$ cat config.mk
export PLATFORM = sky130hd
export DESIGN_NAME = uart_regmirror
export DESIGN_NICKNAME = d
export VERILOG_FILES = /design/src/rtl/uart_regmirror.sv
export SDC_FILE = /design/constraint.sdc
export NUM_CORES = 1
export LEC_CHECK = 0
export BUFFER_PORTS_ARGS = -buffer_cell sky130_fd_sc_hd__buf_4
export CAP_MARGIN = 30
export CORE_ASPECT_RATIO = 0.75
export CORE_MARGIN = 3
export CORE_UTILIZATION = 25
export CTS_CLUSTER_DIAMETER = 40
export DETAILED_ROUTE_END_ITERATION = 10
export MAX_ROUTING_LAYER = met4
export PLACE_DENSITY = 0.46
export SETUP_SLACK_MARGIN = 0.15
export SYNTH_ARGS = -nofsm -noshare
export SYNTH_HDL_FRONTEND = slang
export SYNTH_SLANG_ARGS = --single-unit
$ cat constraint.sdc
create_clock -name clk -period 2 [get_ports clk]
set_clock_uncertainty 0.2 [all_clocks]
set_input_delay 0.1 -clock clk [delete_from_list [all_inputs] [get_ports clk]]
set_output_delay 0.1 -clock clk [all_outputs]
set_load 0.03 [all_outputs]
$ cat src/rtl/uart_regmirror.sv
module uart_regmirror #(
  parameter int LOC_AW = 16,
  parameter logic [7:0] LOC_MSR_OFF = 8'hF6,
  parameter logic [7:0] LOC_SCR_OFF = 8'hF7,
  parameter logic [7:0] LOC_DLL_OFF = 8'hF8,
  parameter logic [7:0] LOC_DLM_OFF = 8'hF9
) (
  input  logic              clk,
  input  logic              rst_n,
  input  logic [2:0]        host_addr,
  input  logic              host_wr,
  input  logic              host_rd,
  input  logic [7:0]        host_wdata,
  output logic [7:0]        host_rdata,
  input  logic [LOC_AW-1:0] loc_addr,
  input  logic              loc_wr,
  input  logic              loc_rd,
  input  logic [7:0]        loc_wdata,
  output logic [7:0]        loc_rdata,
  output logic              loc_irq
);
  localparam logic [2:0] H_DLL = 3'd0;
  localparam logic [2:0] H_DLM = 3'd1;
  localparam logic [2:0] H_LCR = 3'd3;
  localparam logic [2:0] H_MSR = 3'd6;
  localparam logic [2:0] H_SCR = 3'd7;

  logic [7:0] lcr_q, scr_q, div_lo, div_hi, msr_q;
  logic       pend_lo, pend_hi;

  wire [7:0] loc_off = loc_addr[7:0];
  wire       dlab    = lcr_q[7];

  wire hw_lo  = host_wr && dlab && host_addr == H_DLL;
  wire hw_hi  = host_wr && dlab && host_addr == H_DLM;
  wire hw_lcr = host_wr && host_addr == H_LCR;
  wire hw_scr = host_wr && host_addr == H_SCR;
  wire hr_msr = host_rd && host_addr == H_MSR;
  wire lw_msr = loc_wr && loc_off == LOC_MSR_OFF;
  wire lr_lo  = loc_rd && loc_off == LOC_DLL_OFF;
  wire lr_hi  = loc_rd && loc_off == LOC_DLM_OFF;

  wire unused_bits = &{1'b0, loc_wdata[3:0], loc_addr[LOC_AW-1:8]};

  // line bits: 7 carrier, 6 ring, 5 data-set-ready, 4 clear-to-send
  wire [3:0] old_lines = msr_q[7:4];
  wire [3:0] new_lines = loc_wdata[7:4];
  wire [3:0] flag_set  = lw_msr ? {old_lines[3] ^ new_lines[3],
                                   old_lines[2] & ~new_lines[2],
                                   old_lines[1] ^ new_lines[1],
                                   old_lines[0] ^ new_lines[0]} : 4'b0;
  wire [3:0] flag_kept = hr_msr ? 4'b0 : msr_q[3:0];

  always_ff @(posedge clk) begin
    if (!rst_n) begin
      lcr_q   <= '0;
      scr_q   <= '0;
      div_lo  <= '0;
      div_hi  <= '0;
      msr_q   <= '0;
      pend_lo <= 1'b0;
      pend_hi <= 1'b0;
    end else begin
      if (hw_lcr) lcr_q  <= host_wdata;
      if (hw_scr) scr_q  <= host_wdata;
      if (hw_lo)  div_lo <= host_wdata;
      if (hw_hi)  div_hi <= host_wdata;
      msr_q[7:4] <= lw_msr ? new_lines : old_lines;
      msr_q[3:0] <= flag_kept | flag_set;
      pend_lo <= hw_lo | (pend_lo & ~lr_lo);
      pend_hi <= hw_hi | (pend_hi & ~lr_hi);
    end
  end

  assign loc_irq = pend_lo | pend_hi;

  always_comb begin
    case (host_addr)
      H_DLL:   host_rdata = dlab ? div_lo : 8'h00;
      H_DLM:   host_rdata = dlab ? div_hi : 8'h00;
      H_LCR:   host_rdata = lcr_q;
      H_MSR:   host_rdata = msr_q;
      H_SCR:   host_rdata = scr_q;
      default: host_rdata = 8'h00;
    endcase
  end

  always_comb begin
    case (loc_off)
      LOC_MSR_OFF: loc_rdata = msr_q;
      LOC_SCR_OFF: loc_rdata = scr_q;
      LOC_DLL_OFF: loc_rdata = div_lo;
      LOC_DLM_OFF: loc_rdata = div_hi;
      default:     loc_rdata = 8'h00;
    endcase
  end
endmodule

==> results of run 1 <==
## cell usage in the layout (no fill, tap or decap), types with 9 or more instances in the layout
master         count
buf_4             52
nand3_1           16
o21ai_1           15
o21ai_0            9
dlygate4sd3_1     17
a21oi_1           34
nand2_1           49
a22oi_1           12
dfxtp_1           40
## per-layer routing
metal  routed length (µm)  vias up  GRT usage  share of wire
li1                     -     1122          -              -
met1                 3600     1101      0.223           0.49
met2                 3250       66      0.225           0.44
met3                  497        4     0.0257          0.067
met4                   32        0     0.0167         0.0043
met5                    0        -          -              0
## worst max-delay path, cell delays in order, from the launching register on
cell      delay [ps]
dfxtp_2          330
or4bb_1          410
a211oi_2         190
a221o_1          160
buf_6            130
## registers in the layout, summed over array words and instances, names as in the netlist
register and flops:
msr_q 8, pend_hi 1, lcr_q 8, div_lo 8, scr_q 8, div_hi 8, pend_lo 1
## stage by stage
stage / setup WS, ps / area [µm²] / std cells / total power, mW
after CTS: 128 / 3040 / 438 / 1.89
after global routing: 119 / 3090 / 441 / 1.95
after global placement: 272 / 2710 / 413 / 1.05
after floorplan: 261 / 2300 / 275 / 0.960
after detailed placement: 288 / 2710 / 413 / 1.05
final: 193 / 3090 / 441 / 1.87
## logic make-up (layout without fill, tap and decap cells)
logic type	after synthesis	in the layout	synth area share
AOI/OAI and AO/OA	97	97	0.268
xor gates and xnor gates	3	3	0.0114
muxes	12	12	0.0565
DFF	42	42	0.365
buffers and inverters	29	87	0.0641
and+or+nand+nor	92	92	0.235
## repair_timing
item                       CTS  global route
hold buffers                17             0
setup buffers                0             3
cloned                       0             0
hold endpoints to repair    40             0
setup endpoints to repair    8             9
resized for setup            5            11
## power by group
group	total (mW)	internal (mW)	switching (mW)
Clock	0.820	0.495	0.325
Combinational	0.205	0.0887	0.117
Sequential	0.849	0.844	0.00498
## final cells by class
type	instances	area, µm²
Clock buffer	7	143
Clock inverter	1	5.00
Fill cell	954	5620
Inverter	7	26.3
Multi-Input combinational cell	204	1340
Sequential cell	42	843
Tap cell	108	135
Timing Repair Buffer	72	594
## how the worst max path moves through the flow
stage,cells past startpoint,slack [ps],start,to
2_1_floorplan,5,260,host_addr[0],host_rdata[0]
3_3_place_gp,5,270,loc_addr[1],loc_rdata[7]
3_5_place_dp,5,290,loc_addr[1],loc_rdata[2]
4_1_cts,5,130,lcr_q[7],host_rdata[5]
5_1_grt,4,120,div_hi[6],loc_rdata[6]
6_report,4,190,div_hi[6],loc_rdata[6]
==> flow_summary.toml, run 1 <==
[finish]
antennaDiodeCount = 0
nNetsFinal = 373
final_layout_size_suffix_gt1_frac = 0.255
syn2layout_area_growth_pct = 34.0
final_util = 0.354

[logic_synthesis]
syn_inst = 275
synth-seq-cells = 42
syn_avg_cell_area_um2 = 8.37
synthTopCellsByCount = "nand2_1 (49), dfxtp_1 (42), a21oi_1 (34)"
synth_fp_nets = 316
ys.flop_type = "dfxtp_1"
yosys.cell_count.top_type = "nand2_1"
yosysSeqAreaShare = 0.365
yosys_warnings = 0
synthArstFlopShare = 0
ys_top_cells_by_area = "dfxtp_1 (37%), nand2_1 (8.0%), a21oi_1 (7.4%)"
synth_top_cell_by_area = "dfxtp_1"
synth-edff-count = 0
ys_types = 40
synth_top_area_share = 0.365
netlist_area_um2 = 2300

[cts]
cts_buffer_depth = 2
h-tree-depth = 2
cts-root-buf = "clkbuf_16"
clk_pin_slew_ps = 60
cts_tree = "built"
clkSinkCount = 42
clk_latency_ps = 280
cts_buffers = 5

[route]
wl_per_cell_um = 16.7
drc = 0
wl_um = 7380
vias = 2293
firstDrtPassIters = 4
antenna_left = 0
detailedRoute.firstIterationViolations = 157
vias_per_cell = 5.20

[die]
rows = 29
die_w_um = 117
initial_utilization = 0.264
die_area_um2 = 10400
die_y_um = 89.1
boundaryPins = 58
coreArea_um2 = 8710

[worst_hold_path]
min_from = "host_wr"
whs_path_depth = 3
whs_endpoint = "pend_hi"
hold_class = "in -> reg"

[setup_path]
ff2ff_path_depth = 3
r2r-end = "div_lo[2]"
crit_path_end_kind = "output pin"
r2r_setup_slack_ps = 380
worstReg2RegStart = "lcr_q[7]"
crit_path_start_kind = "register"
critical_path.max_fanout = 3
critPathKind = "reg -> out"
cp.arrival_ps = 1510
cp.required_ps = 1700

[pwr]
p_leak_nw = 1.08
irDropWorstVdd_mv = 0.376
p_per_area_nw_per_um2 = 607

[sta]
rsz0062_at_grt = "true"
hold_ws_ps = 18.0
finalMaxSlewViolations = 0
setup_viol = 0
slew-limit-headroom = 0.653
tightestPinTransition_ps = 520
fin_crit_sh = 0.903
max_freq_mhz = 553
layout_min_cycle_time_ps = 1810
finalHoldViolCount = 0
setup_tns_ps = 0

[grt]
grt_max_degree = 24
grt_antenna_before_repair = 0
grt_overflow_total = 0
grt_pass1_wl_um = 11800
grt_usage = 0.152
grt_pass1_vias = 2208

[placed_design]
routabilityCongestion = 0.774
dpl.hpwl_um = 5330
portBuffers = 45

[job]
maxCapViolCount = 0

[run_status]
status = "complete, no violations"
No activity file was read; power rests on OpenSTA's default activity.
==> inputs of run 2 (changes only) <==
Settings changed: RECOVER_POWER set to 50.
==> run 2 against run 1 <==
- register-to-register slack lost 80 ps
- die area unchanged
- sequential share of layout area about the same
- wire length increased by 0.33%
- count of clock-buffer cells in the layout stayed put
- sequential cell count unchanged
- clock power hardly changed
- non-clock buffer count stayed put
- final cell count did not move
- sequential power barely moved
- via count is 0.39% higher
- critical path depth grew 1
- critical endpoint is now host_rdata[5]
==> flow_summary.toml, run 2 (synthesized netlist as in run 1, its figures left out) <==
[grt]
grt_antenna_before_repair = 0
grt_overflow_total = 0
grt_pass1_vias = 2208
grt_usage = 0.152
grt_max_degree = 24
grt_pass1_wl_um = 11800

[worst_hold_path]
whs_path_depth = 3
min_from = "host_wr"
hold_class = "in -> reg"
whs_endpoint = "pend_hi"

[setup_path]
crit_path_end_kind = "output pin"
worstReg2RegStart = "lcr_q[7]"
r2r-end = "div_lo[6]"
r2r_setup_slack_ps = 300
critPathKind = "reg -> out"
critical_path.max_fanout = 15
cp.arrival_ps = 1560
cp.required_ps = 1700
crit_path_start_kind = "register"
ff2ff_path_depth = 3

[finish]
multi_input_area_um2 = 1340
antennaDiodeCount = 0
n_fill_cell = 954
nNetsFinal = 373
layout_common_cells = "buf_4 (50), nand2_1 (49), dfxtp_1 (41)"
final_common_cell = "buf_4"
syn2layout_area_growth_pct = 33.7
final_util = 0.353
final_layout_size_suffix_gt1_frac = 0.249
regArea_um2 = 842

[die]
rows = 29
coreArea_um2 = 8710
die_w_um = 117
initial_utilization = 0.264
die_y_um = 89.1
boundaryPins = 58
die_area_um2 = 10400

[sta]
rsz0062_at_grt = "true"
setup_viol = 0
finalHoldViolCount = 0
fin_crit_sh = 0.931
slew-limit-headroom = 0.669
finalMaxSlewViolations = 0
layout_min_cycle_time_ps = 1860
tightestPinTransition_ps = 496
setup_tns_ps = 0
max_freq_mhz = 537

[route]
met2_length_um = 3260
dr.max_layer_used = "met4"
drc = 0
antenna_left = 0
vias = 2302
wl_per_cell_um = 16.8
wl_met3_um = 491
firstDrtPassIters = 4
vias_per_cell = 5.22
detailedRoute.firstIterationViolations = 157
wl_um = 7400
wl_met1_um = 3610

[cts]
cts_tree = "built"
clk_latency_ps = 280
cts_buffers = 5
h-tree-depth = 2
clkSinkCount = 42
cts-root-buf = "clkbuf_16"
cts_buffer_depth = 2
clk_pin_slew_ps = 60

[job]
maxCapViolCount = 0

[placed_design]
portBuffers = 45
dpl.hpwl_um = 5330
routabilityCongestion = 0.774

[pwr]
irDropWorstVdd_mv = 0.378
switching_share = 0.237
p_sw_mw = 0.443
p_per_area_nw_per_um2 = 608
p_comb_frac = 0.110
power.internal_mw = 1.43
p_leak_nw = 1.08
p_seq_frac = 0.454
p_clk_frac = 0.437

[run_status]
status = "complete, no violations"
## run 2: repair_timing
item	4_1_cts	5_1_grt
endpoints found under the setup margin	8	9
hold buffers	17	0
resized for setup	5	11
hold endpoints to repair	40	0
setup buffers	0	3
## run 2: power by group through the flow
stage | Combinational (mW) | Clock, mW | Sequential [mW]
floorplan | 0.0944 | 0 | 0.866
global placement | 0.178 | 0 | 0.867
detailed placement | 0.178 | 0 | 0.867
CTS | 0.205 | 0.834 | 0.849
global route | 0.224 | 0.875 | 0.849
finish | 0.205 | 0.817 | 0.849
## run 2: per-layer routing
metal | up-vias | global-route usage
li1 | 1124 | -
met1 | 1109 | 0.223
met2 | 65 | 0.225
met3 | 4 | 0.0257
met4 | 0 | 0.0167
met5 | - | -
## run 2: worst max-delay path, cell delays in order, from the launching register on
cell and delay (ps):
dfxtp_1 420, nor4b_4 240, buf_6 210, a22oi_2 70, o21ai_1 140, buf_4 200
## run 2: cell type report
cell class | instances | share of cell area
Clock buffer | 7 | 0.0463
Clock inverter | 1 | 0.00163
Inverter | 7 | 0.00854
Multi-Input combinational cell | 204 | 0.435
Sequential cell | 42 | 0.274
Tap cell | 108 | 0.0439
Timing Repair Buffer | 72 | 0.191
## run 2: worst max path at each step
stage                       from             to  slack (ps)  depth (start not counted)
floorplan           host_addr[0]  host_rdata[0]         260                          5
global placement     loc_addr[1]   loc_rdata[7]         270                          5
detailed placement   loc_addr[1]   loc_rdata[2]         290                          5
CTS                     lcr_q[7]  host_rdata[5]         130                          5
global route            lcr_q[7]  host_rdata[7]          70                          5
finish                  lcr_q[7]  host_rdata[5]         140                          5
## run 2: stage by stage
step	cell area, µm²	power (mW)	cells	setup slack, ps	hold slack (ps)
after CTS	3040	1.89	438	128	16.5
after global routing	3080	1.95	441	67.2	36.9
after global placement	2710	1.05	413	272	170
after detailed placement	2710	1.05	413	288	180
final	3080	1.87	441	139	25.4
after floorplan	2300	0.960	275	261	36.0
==> inputs of run 3 (changes only) <==
Clock period 2 ns to 1.9 ns, I/O delays scaled along.
==> run 3 against run 2 <==
- core utilization up 1.6 points
- non-clock buffer count up 9
- via count up 0.87%
- setup slack worse by 59 ps
- die area unchanged
- wire length up 4.7%
- sequential cell count unchanged
- sequential power up 5.1%
- clock power up 3.3%
- count of clock-buffer cells in the layout down 1
- final area up 4.5%
- critical path type unchanged
- critical endpoint is now loc_rdata[6]
- largest cell class unchanged
==> flow_summary.toml, run 3 (synthesized netlist as in run 1, its figures left out) <==
[placed_design]
dpl.hpwl_um = 5300
routabilityCongestion = 0.764
place_ws_ps = 194
portBuffers = 45

[grt]
grt_pass1_vias = 2195
grt_overflow_total = 0
grt_pass1_wl_um = 11900
grt_antenna_before_repair = 0
grt_usage = 0.155
grt_max_degree = 23

[run_status]
status = "complete, no violations"

[finish]
n_fill_cell = 939
layout_common_cells = "buf_4 (54), nand2_1 (49), dfxtp_1 (40)"
nNetsFinal = 382
antennaDiodeCount = 0
syn2layout_area_growth_pct = 39.7
final_layout_size_suffix_gt1_frac = 0.282
final_common_cell = "buf_4"

[sta]
layout_min_cycle_time_ps = 1820
slew-limit-headroom = 0.624
finalHoldViolCount = 0
setup_tns_ps = 0
rsz0062_at_grt = "true"
setup_viol = 0
tightestPinTransition_ps = 564
fin_crit_sh = 0.958
finalMaxSlewViolations = 0
max_freq_mhz = 549
setup_ws_ps = 79.5

[cts]
clk_latency_ps = 280
cts_tree = "built"
h-tree-depth = 2
clkSinkCount = 42
cts_buffer_depth = 2
clk_pin_slew_ps = 60
cts-root-buf = "clkbuf_16"
cts_buffers = 5

[setup_path]
cp.required_ps = 1600
r2r_setup_slack_ps = 270
crit_path_start_kind = "register"
r2r-end = "div_lo[0]"
crit_chain = "or4bb_1 -> a211oi_2 -> a221o_1 -> buf_6"
ff2ff_path_depth = 3
critical_path.max_fanout = 2
crit_path_end_kind = "output pin"
critPathCapture = "loc_rdata[6]"
critical_path_buf_inv_count = 1
max_stage_delay_ps = 420
crit_cells = 4
critPathLaunch = "div_hi[6]"
worstReg2RegStart = "lcr_q[7]"
crit_slowest_cell = "or4bb_1"
worst_path_dominant_cell_family = "simple AND/OR/NAND/NOR gates"
critPathKind = "reg -> out"
cp.arrival_ps = 1530

[pwr]
p_per_area_nw_per_um2 = 610
p_leak_nw = 1.13
design_power_total_mw = 1.96
irDropWorstVdd_mv = 0.366

[route]
vias_per_cell = 5.18
firstDrtPassIters = 4
wl_per_cell_um = 17.3
detailedRoute.firstIterationViolations = 114
drc = 0
wl_um = 7750
antenna_left = 0
vias = 2322

[die]
boundaryPins = 58
rows = 29
die_area_um2 = 10400
coreArea_um2 = 8710
initial_utilization = 0.264
die_w_um = 117
die_y_um = 89.1

[worst_hold_path]
hold_class = "in -> reg"

[job]
maxCapViolCount = 0
run 3: per-layer routing:
metal / GRT usage / up-vias / wire length [µm]
li1: - / 1145 / -
met1: 0.224 / 1102 / 3950
met2: 0.221 / 69 / 3220
met3: 0.0271 / 6 / 522
met4: 0.0375 / 0 / 49
met5: - / - / 0
run 3: repair_timing:
item | in CTS | in global routing
pin swaps | 1 | 3
setup buffers | 2 | 7
resized for setup | 18 | 5
endpoints found under the setup margin | 9 | 16
hold buffers | 17 | 0
endpoints found under the hold margin | 40 | 0
cloned | 0 | 1
run 3: metrics by stage:
step	cells	hold slack (ps)	instance area [µm²]	util
after floorplan	275	31.0	2300	-
after global placement	415	163	2730	0.314
after detailed placement	415	172	2730	0.314
after CTS	440	8.84	3100	0.356
after global routing	448	76.3	3220	0.369
final	448	22.1	3220	0.369
run 3: report_power, final:
part / internal, mW / leakage (nW) / switching, mW
clock: 0.508 / 0.0688 / 0.336
sequential: 0.887 / 0.340 / 0.00510
combinational: 0.0967 / 0.724 / 0.127
total: 1.49 / 1.13 / 0.469
run 3: worst min-delay path: stages:
cell and delay [ps]:
buf_4 110, inv_1 60, o41ai_1 80, a21oi_1 120
run 3: area by class of cell:
cell class / instances / area, µm² / share of cell area
multi-input cells: 204 / 1360 / 0.424
flip-flops and latches: 42 / 846 / 0.263
repair buffers: 81 / 707 / 0.220
clock buffers: 6 / 139 / 0.0432
well taps: 108 / 135 / 0.0420
inverters: 7 / 26.3 / 0.00817
run 3: worst min-delay path by stage:
stage,startpoint,end,slack (ps),depth (start not counted)
after CTS,loc_rd,pend_lo,9,4
after global placement,loc_wdata[6],msr_q[6],160,3
after detailed placement,loc_wdata[6],msr_q[6],170,3
after global routing,loc_rd,pend_lo,80,4
final,loc_rd,pend_lo,20,4
after floorplan,host_wdata[0],lcr_q[0],30,2
